==> config.mk <==
export PLATFORM = sky130hd
export DESIGN_NAME = wbeat_monitor
export DESIGN_NICKNAME = d
export VERILOG_FILES = /design/src/rtl/wbeat_pkg.sv /design/src/rtl/wbeat_fifo.sv /design/src/rtl/wbeat_beat_ctr.sv /design/src/rtl/wbeat_resp_track.sv /design/src/rtl/wbeat_lane_mask.sv /design/src/rtl/wbeat_monitor.sv
export SDC_FILE = /design/constraint.sdc
export NUM_CORES = 1
export LEC_CHECK = 0
export ABC_AREA = 1
export BUFFER_PORTS_ARGS = -buffer_cell sky130_fd_sc_hd__buf_2
export CORE_MARGIN = 2
export CORE_UTILIZATION = 64
export CTS_CLUSTER_DIAMETER = 150
export DETAILED_ROUTE_END_ITERATION = 10
export HOLD_SLACK_MARGIN = 0.03
export PLACE_DENSITY = 0.92
export SETUP_SLACK_MARGIN = 0.15
export SLEW_MARGIN = 20
export SYNTH_ARGS = -nofsm -noshare
export SYNTH_HDL_FRONTEND = slang
export SYNTH_HIERARCHICAL = 1
export SYNTH_SLANG_ARGS = --single-unit
==> constraint.sdc <==
create_clock -name clk -period 6.25 [get_ports clk]
set_clock_uncertainty 0.2 [all_clocks]
set_input_delay 0.3125 -clock clk [delete_from_list [all_inputs] [get_ports clk]]
set_output_delay 0.3125 -clock clk [all_outputs]
set_load 0.05 [all_outputs]
==> src/rtl/wbeat_pkg.sv <==
package wbeat_pkg;

    localparam int LEN_W   = 4;
    localparam int SIZE_W  = 3;
    localparam int OFS_W   = 12;

    typedef enum logic [1:0] {
        BURST_FIXED = 2'b00,
        BURST_INCR  = 2'b01,
        BURST_WRAP  = 2'b10,
        BURST_RSVD  = 2'b11
    } burst_e;

    typedef struct packed {
        logic [OFS_W-1:0]  ofs;
        logic [LEN_W-1:0]  len;
        logic [SIZE_W-1:0] size;
        burst_e            burst;
    } addr_info_t;

    typedef struct packed {
        logic queue;
        logic resp;
        logic strb;
        logic order;
        logic absent;
        logic bad;
    } err_flags_t;

    // byte offset of beat n of a burst, kept to OFS_W bits
    function automatic logic [OFS_W-1:0] beat_offset(addr_info_t a, logic [OFS_W-1:0] n);
        logic [OFS_W-1:0] step;
        logic [OFS_W-1:0] aligned;
        logic [OFS_W-1:0] lin;
        logic [OFS_W-1:0] win;
        logic [OFS_W-1:0] lower;
        logic [OFS_W-1:0] r;
        step    = OFS_W'(1) << a.size;
        aligned = a.ofs & ~(step - OFS_W'(1));
        lin     = aligned + (n << a.size);
        win     = ({{(OFS_W-LEN_W){1'b0}}, a.len} + OFS_W'(1)) << a.size;
        lower   = a.ofs & ~(win - OFS_W'(1));
        case (a.burst)
            BURST_FIXED: r = a.ofs;
            BURST_WRAP:  r = (n == '0) ? a.ofs
                                       : lower + ((lin - lower) & (win - OFS_W'(1)));
            default:     r = (n == '0) ? a.ofs : lin;
        endcase
        return r;
    endfunction

endpackage

==> src/rtl/wbeat_fifo.sv <==
module wbeat_fifo #(
    parameter int W     = 8,
    parameter int DEPTH = 16
) (
    input  logic         clk,
    input  logic         rst,
    input  logic         push,
    input  logic         pop,
    input  logic [W-1:0] din,
    output logic [W-1:0] dout,
    output logic         empty,
    output logic         full,
    output logic         overflow
);
    localparam int PW = (DEPTH > 1) ? $clog2(DEPTH) : 1;
    localparam int CW = $clog2(DEPTH + 1);

    logic [W-1:0]  mem [DEPTH];
    logic [PW-1:0] rd_ptr, wr_ptr;
    logic [CW-1:0] count;
    logic          wr_en, rd_en;

    assign empty    = (count == '0);
    assign full     = (count == CW'(DEPTH));
    assign rd_en    = pop & ~empty;
    assign wr_en    = push & (~full | rd_en);
    assign overflow = push & full & ~rd_en;
    assign dout     = mem[rd_ptr];

    function automatic logic [PW-1:0] next_ptr(logic [PW-1:0] p);
        return (p == PW'(DEPTH - 1)) ? '0 : p + PW'(1);
    endfunction

    always_ff @(posedge clk) begin
        if (rst) begin
            rd_ptr <= '0;
            wr_ptr <= '0;
            count  <= '0;
        end else begin
            if (wr_en) wr_ptr <= next_ptr(wr_ptr);
            if (rd_en) rd_ptr <= next_ptr(rd_ptr);
            count <= count + CW'(wr_en) - CW'(rd_en);
        end
    end

    always_ff @(posedge clk) begin
        if (wr_en) mem[wr_ptr] <= din;
    end
endmodule

==> src/rtl/wbeat_beat_ctr.sv <==
module wbeat_beat_ctr #(
    parameter int CNT_W = 6
) (
    input  logic             clk,
    input  logic             rst,
    input  logic             fire,
    input  logic             last,
    output logic [CNT_W-1:0] idx
);
    always_ff @(posedge clk) begin
        if (rst) begin
            idx <= '0;
        end else if (fire) begin
            if (last)            idx <= '0;
            else if (idx != '1)  idx <= idx + CNT_W'(1);
        end
    end
endmodule

==> src/rtl/wbeat_resp_track.sv <==
module wbeat_resp_track #(
    parameter int W = 6
) (
    input  logic clk,
    input  logic rst,
    input  logic done,
    input  logic resp,
    output logic none_done
);
    logic [W-1:0] pending;
    logic         inc, dec;

    assign none_done = (pending == '0);
    assign dec       = resp & ~none_done;
    assign inc       = done & (pending != '1);

    always_ff @(posedge clk) begin
        if (rst) pending <= '0;
        else     pending <= pending + W'(inc) - W'(dec);
    end
endmodule

==> src/rtl/wbeat_lane_mask.sv <==
module wbeat_lane_mask
    import wbeat_pkg::*;
#(
    parameter int LANES = 4
) (
    input  addr_info_t         info,
    input  logic [OFS_W-1:0]   beat,
    output logic [LANES-1:0]   mask
);
    localparam logic [OFS_W-1:0] LMASK = OFS_W'(LANES - 1);

    logic [OFS_W-1:0] ofs, step, aligned, lo, hi;

    always_comb begin
        ofs     = beat_offset(info, beat);
        step    = OFS_W'(1) << info.size;
        aligned = ofs & ~(step - OFS_W'(1));
        lo      = ofs & LMASK;
        if (step >= OFS_W'(LANES)) hi = LMASK;
        else                       hi = (aligned & LMASK) + step - OFS_W'(1);
    end

    for (genvar i = 0; i < LANES; i++) begin : g_lane
        assign mask[i] = (OFS_W'(i) >= lo) && (OFS_W'(i) <= hi);
    end
endmodule

==> src/rtl/wbeat_monitor.sv <==
module wbeat_monitor
    import wbeat_pkg::*;
#(
    parameter int ID_W       = 4,
    parameter int DATA_W     = 32,
    parameter int MAX_BURSTS = 16
) (
    input  logic                clk,
    input  logic                rst,
    input  logic                aw_valid,
    input  logic                aw_ready,
    input  logic [ID_W-1:0]     aw_id,
    input  logic [OFS_W-1:0]    aw_addr_lo,
    input  logic [LEN_W-1:0]    aw_len,
    input  logic [SIZE_W-1:0]   aw_size,
    input  logic [1:0]          aw_burst,
    input  logic                w_valid,
    input  logic                w_ready,
    input  logic [ID_W-1:0]     w_id,
    input  logic [DATA_W/8-1:0] w_strb,
    input  logic                w_last,
    input  logic                b_valid,
    input  logic                b_ready,
    output logic                err_last_bad,
    output logic                err_last_absent,
    output logic                err_order,
    output logic                err_strb,
    output logic                err_resp_early,
    output logic                err_queue
);
    localparam int LANES   = DATA_W / 8;
    localparam int CNT_W   = LEN_W + 2;
    localparam int INFO_W  = $bits(addr_info_t);
    localparam int ENTRY_W = ID_W + INFO_W;
    localparam int RESP_W  = $clog2(MAX_BURSTS) + 2;

    logic aw_fire, w_fire, b_fire;
    assign aw_fire = aw_valid & aw_ready;
    assign w_fire  = w_valid & w_ready;
    assign b_fire  = b_valid & b_ready;

    addr_info_t aw_info;
    assign aw_info = '{ofs: aw_addr_lo, len: aw_len, size: aw_size, burst: burst_e'(aw_burst)};

    // address queue
    logic               q_push, q_pop, q_empty, q_full, q_ovf;
    logic [ENTRY_W-1:0] q_dout;
    logic [ID_W-1:0]    q_id;
    addr_info_t         q_info;

    // held count of a burst that finished before its address
    logic               orphan_valid;
    logic [CNT_W-1:0]   orphan_idx;
    logic               orphan_hit, orphan_new, orphan_ovf;

    // resolved oldest address for the current beat
    logic               bypass, head_valid;
    logic [ID_W-1:0]    head_id;
    addr_info_t         head_info;
    logic [CNT_W-1:0]   head_len_ext;

    logic [CNT_W-1:0]   beat_idx;
    logic [LANES-1:0]   lane_ok;
    logic               resp_none;

    assign {q_id, q_info} = q_dout;

    assign orphan_hit = aw_fire & orphan_valid;
    assign bypass     = aw_fire & ~orphan_valid & q_empty;
    assign head_valid = ~q_empty | bypass;

    always_comb begin
        if (q_empty) begin
            head_id   = aw_id;
            head_info = aw_info;
        end else begin
            head_id   = q_id;
            head_info = q_info;
        end
        head_len_ext = CNT_W'(head_info.len);
    end

    assign q_push = aw_fire & ~orphan_valid & ~(bypass & w_fire & w_last);
    assign q_pop  = w_fire & w_last & ~q_empty;

    assign orphan_new = w_fire & w_last & ~head_valid;
    assign orphan_ovf = orphan_new & orphan_valid & ~orphan_hit;

    wbeat_fifo #(.W(ENTRY_W), .DEPTH(MAX_BURSTS)) u_addr_q (
        .clk      (clk),
        .rst      (rst),
        .push     (q_push),
        .pop      (q_pop),
        .din      ({aw_id, aw_info}),
        .dout     (q_dout),
        .empty    (q_empty),
        .full     (q_full),
        .overflow (q_ovf)
    );

    wbeat_beat_ctr #(.CNT_W(CNT_W)) u_beat_ctr (
        .clk  (clk),
        .rst  (rst),
        .fire (w_fire),
        .last (w_last),
        .idx  (beat_idx)
    );

    wbeat_lane_mask #(.LANES(LANES)) u_lanes (
        .info (head_info),
        .beat (OFS_W'(beat_idx)),
        .mask (lane_ok)
    );

    wbeat_resp_track #(.W(RESP_W)) u_resp (
        .clk       (clk),
        .rst       (rst),
        .done      (w_fire & w_last),
        .resp      (b_fire),
        .none_done (resp_none)
    );

    always_ff @(posedge clk) begin
        if (rst) begin
            orphan_valid <= 1'b0;
            orphan_idx   <= '0;
        end else if (orphan_new && (!orphan_valid || orphan_hit)) begin
            orphan_valid <= 1'b1;
            orphan_idx   <= beat_idx;
        end else if (orphan_hit) begin
            orphan_valid <= 1'b0;
        end
    end

    err_flags_t flags, flags_new;
    logic       beat_chk;

    always_comb begin
        beat_chk         = w_fire & head_valid;
        flags_new.bad    = (beat_chk & w_last & (beat_idx != head_len_ext))
                         | (orphan_hit & (orphan_idx != CNT_W'(aw_len)));
        flags_new.absent = beat_chk & ~w_last & (beat_idx == head_len_ext);
        flags_new.order  = beat_chk & (w_id != head_id);
        flags_new.strb   = beat_chk & ((w_strb & ~lane_ok) != '0);
        flags_new.resp   = b_fire & resp_none;
        flags_new.queue  = q_ovf | orphan_ovf;
    end

    always_ff @(posedge clk) begin
        if (rst) flags <= '0;
        else     flags <= flags | flags_new;
    end

    assign err_last_bad    = flags.bad;
    assign err_last_absent = flags.absent;
    assign err_order       = flags.order;
    assign err_strb        = flags.strb;
    assign err_resp_early  = flags.resp;
    assign err_queue       = flags.queue;
endmodule

# Word level (Yosys, flattened, before mapping)

Memory sizes are Yosys's and may differ from the RTL's. A register that Yosys moved wholly into a read port is not among the register bits.
Cells that the tools add are included.

Register bits after elaboration: 38
Output and inout port bits: 6
Memories: 1
Logic and storage cells: 133
Bits in writable memories: 400

$add $sub $neg: 15
Eq/ne operators: 10
Multiplexer cells: 16
Bitwise operators: 51
Reductions and logical operators: 15
$lt $le $gt $ge: 9
Shifts and indexed selects: 3

Memories:

| memory       | words | bits a word | read ports | clocked after memory_dff | write ports | RTL line         | RTL |
|---|---|---|---|---|---|---|---|
| u_addr_q.mem | 16    | 25          | 1          | 1                        | 1           | wbeat_fifo.sv:18 | `logic [W-1:0] mem [DEPTH];` |

Operator list:

| operator                                                               | count |
|---|---|
| 1-bit AND                                                              | 29 |
| 1-bit by 12-bit <= comparator with 1-bit output, first input constant  | 2 |
| 2-bit by 12-bit <= comparator with 1-bit output, first input constant  | 2 |
| 4-bit two-way mux                                                      | 5 |
| 2-bit by 12-bit adder with 12-bit output                               | 1 |
| 12-bit by 3-bit >= comparator with 1-bit output, second input constant | 1 |
| 12-bit zero test                                                       | 1 |
| 12-bit two-way mux                                                     | 1 |
| 6-bit two-way mux                                                      | 2 |
| 6-bit by 4-bit inequality test with 1-bit output                       | 2 |
| 6-bit inequality test, second input constant                           | 2 |
| 1-bit by 3-bit << shifter with 12-bit output, first input constant     | 1 |
| 12-bit by 1-bit subtractor with 12-bit output, second input constant   | 1 |
| 11-bit two-way mux                                                     | 1 |
| 1-bit inverter                                                         | 9 |
| 4-bit by 1-bit adder with 4-bit output, second input constant          | 2 |
| 2-bit AND                                                              | 4 |
| 4-bit == test, second input constant                                   | 2 |
| 6-bit by 1-bit adder with 6-bit output                                 | 1 |
| 6-bit by 1-bit adder with 6-bit output, second input constant          | 1 |
| 6-bit by 4-bit == test with 1-bit output                               | 1 |
| 6-bit zero test                                                        | 1 |
| 6-bit OR                                                               | 1 |
| 6-bit by 3-bit << shifter with 2-bit output                            | 1 |
| 28 further kinds                                                       | 45 |

# Longest topological paths before layout

Depth in word-level cells: 23
Depth in mapped cells: 46
Depth with buffers taken out: 43

# Cells and area by module

Netlist, hierarchy kept.

Modules (own cells, without submodules):

| module           | seq. area each (um^2) | instances | area each (um^2) | cells an instance |
|---|---|---|---|---|
| wbeat_fifo       | 12351.8               | 1         | 17423.0          | 1606 |
| wbeat_monitor    | 260.2                 | 1         | 1199.9           | 224 |
| wbeat_lane_mask  | 0.0                   | 1         | 915.9            | 167 |
| wbeat_resp_track | 120.1                 | 1         | 478.0            | 64 |
| wbeat_beat_ctr   | 120.1                 | 1         | 357.8            | 48 |

# Worst setup path before layout

No wires, ideal clock.

Kind: register -> register
Start: register u_addr_q.count[2]
End: register flags (netlist bit err_strb)
Stages on the path, launching flop included: 44
Arrival time: 4.782 ns
Setup slack: 1.197 ns
Data required time: 5.980 ns
Period minus slack after synthesis: 5.053 ns
Cell sequence: dfxtp_1 > inv_1 > ha_1 > nand3_1 > inv_1 > buf_6 > inv_6 > buf_6 > clkbuf_1 > nand2_1 > nand2_1 > nor2_4 > nand2_4 > nor2_1 > ha_1 > inv_1 > xor2_2 > inv_2 > [8 not listed] > ha_1 > inv_1 > ha_1 > fa_1 > nand2_1 > nand2_1 > nand2_1 > nand2_1 > nand2_1 > nand2_1 > nor2_1 > nand4_1 > nor2_2 > and2_1 > nor2_2 > o22ai_1 > o21ai_0 > a21oi_1

RTL lines:

| element                  | RTL line             | RTL |
|---|---|---|
| start: declaration       | wbeat_fifo.sv:20     | `logic [CW-1:0] count;` |
| start signal: assignment | wbeat_fifo.sv:42     | `count <= count + CW'(wr_en) - CW'(rd_en);` |
| end signal: assignment   | wbeat_monitor.sv:151 | `else flags <= flags \| flags_new;` |
| end: declaration         | wbeat_monitor.sv:135 | `err_flags_t flags, flags_new;` |

==> results.sh <==
export IMPL_yosysWarnings=6
export IMPL_cts_sinks=282
export IMPL_critical_path_max_stage_delay_ns=0.39
export IMPL_firstDrtPassIters=6
export IMPL_antenna_found_initial=0
export IMPL_worstSetupStartpoint="u_addr_q/count[3]"
export IMPL_post_synth_instance_area_um2=13800
export IMPL_gp_congestion=0.823
export IMPL_netlist_instances=1525
export IMPL_status="complete, no violations"
export IMPL_wl_um=32700
export IMPL_grt_pass1_vias=10500
export IMPL_required_ns=6.52
export IMPL_cts_tree="done"
export IMPL_leakage_nw=6.60
export IMPL_hold_path_depth=5
export IMPL_finalMaxSlewViolations=0
export IMPL_drc=0
export IMPL_clk_pin_slew_worst_paths_ns=0.06
export IMPL_worstSetupStartpointType="flop"
export IMPL_fin_cells=1863
export IMPL_power_density_nw_per_um2=392
export IMPL_critPathCaptureType="flop"
export IMPL_coreArea_um2=21200
export IMPL_vias_per_cell=5.74
export IMPL_critPathKind="reg -> reg"
export IMPL_start_util_pct=65.4
export IMPL_wire_per_inst_um=17.6
export IMPL_hp_start="aw_valid"
export IMPL_io_pins=48
export IMPL_num_nets_final=1646
export IMPL_grt_overflow=0
export IMPL_numCtsBuffers=29
export IMPL_hold_path_class="in -> reg"
export IMPL_drt_iter0_markers=1058
export IMPL_syn_area_per_cell_um2=9.08
export IMPL_hpwl_um=18900
export IMPL_rr_worst_depth=40
export IMPL_rsz0062_at_grt="false"
export IMPL_post_route_period_util_pct=88.9
export IMPL_fin_crit_ns=5.56
export IMPL_cts_htree_levels=1
export IMPL_ff2ff_setup_slack_ns=0.69
export IMPL_clkLatencyLatePin_ns=0.57
export IMPL_vdd_drop_max_mv=0.342
export IMPL_max_slew_margin_rel_pct=34.9
export IMPL_arrival_ns=5.83
export IMPL_vias=10700
export IMPL_grt_use_met2_pct=50.4
export IMPL_worstMarginPinSlew_ns=0.973
export IMPL_io_buffer_count=37
export IMPL_antenna_cells=0
export IMPL_syn2layout_area_growth_pct=11.1
export IMPL_multiInputGateArea_um2=4640
export IMPL_max_clock_freq_mhz=180
export IMPL_reg2reg_from="u_addr_q/count[3]"
export IMPL_dp_cells=1781
export IMPL_final_cell_mix="486 x nand2_1, 240 x edfxtp_1, 163 x inv_1, 159 x nand3_1, 138 x nor2_1"
export IMPL_grt_busiest_layer="met2"
export IMPL_crit_path_frequent_cell="nand2_1"
export IMPL_tns_ns=0
export IMPL_met3_usage_pct=4.52
export IMPL_r2r_end="err_strb"
export IMPL_worstHoldEndpoint="err_last_bad"
export IMPL_path_max_fanout=23
export IMPL_clk_path_buf_depth=3
export IMPL_fillers=1324
export IMPL_finalSetupViolCount=0
export IMPL_die_h_um=151
export IMPL_cpMaxStageDelayCell="fa_1"
export IMPL_clockRootBuffer="clkbuf_16"
export IMPL_route_antenna_remaining_nets=0
export IMPL_die_area_um2=22800
export IMPL_die_w_um=151
export IMPL_num_rows=53
export IMPL_grt_pass1_wl_um=51100
export IMPL_max_cap_viol_count=0
export IMPL_met1_usage_pct=35.4
export IMPL_grt_max_degree=125
export IMPL_final_common_cell="nand2_1"
export IMPL_gr_usage_all_layers_pct=28.9
export IMPL_drive_gt1_share_pct=11.3
export IMPL_hold_viol_final=0
export IMPL_seq_area_um2=8050
[routing by layer]
metal,share of wire (%),up-vias
met3,10,127
met2,50,637
met1,36,4944
met5,0,-
li1,-,4991
met4,4.4,0
[sequential cells by signal, indices dropped and copies added, names as in the netlist, 4 cells and up, named ones only]
register and flops:
orphan_idx 6, u_addr_q/count 5, u_addr_q/mem 240, u_beat_ctr/idx 6, u_addr_q/wr_ptr 4, u_resp/pending 6
u_addr_q/rd_ptr 4
[where the power goes]
group / switching [mW] / internal [mW] / total (mW)
logic: 1.46 / 0.711 / 2.17
registers: 0.0440 / 2.11 / 2.16
clock network: 0.713 / 0.990 / 1.70
[worst max-delay path, delay by kind of cell, from the launching register on]
family | cells | cell delay, ns
AOI/OAI and AO/OA | 3 | 0.37
xor gates and xnor gates | 1 | 0.16
adders and majority gates | 5 | 1.22
buffers and inverters | 8 | 1.04
DFF | 1 | 0.32
and+or+nand+nor | 23 | 2.19
[repair_timing]
action,CTS,global route
gates resized for setup,0,3
hold endpoints to repair,258,0
hold buffers,25,0
endpoints found under the setup margin,0,1
setup buffers,0,3
[worst max-delay path by stage]
stage / to / slack [ns]
after floorplan: err_strb / 1.32
after global placement: err_strb / 0.84
after detailed placement: err_strb / 0.68
after CTS: err_strb / 0.61
after global routing: err_strb / 0.15
final: err_strb / 0.69
[metrics by stage]
stage          util [%]  hold slack (ns)  setup WS, ns  power [mW]  cell area (um^2)
6_report           72.7           0.0807         0.691        6.04             15400
5_1_grt            72.7            0.105         0.154        6.40             15400
4_1_cts            72.4           0.0517         0.609        5.97             15300
3_5_place_dp       66.8            0.240         0.680        4.24             14100
3_3_place_gp       66.8            0.235         0.843        4.14             14100
2_1_floorplan         -            0.175          1.32        3.86             13900
[layout make-up]
cell class / instances / area share, %
clock inverters: 20 / 1.29
clock buffers: 33 / 4.88
flip-flops and latches: 282 / 52.4
inverters: 177 / 4.38
multi-input cells: 981 / 30.2
well taps: 275 / 2.24
repair buffers: 95 / 4.69
Note: power is estimated with default switching activity, not from simulation.
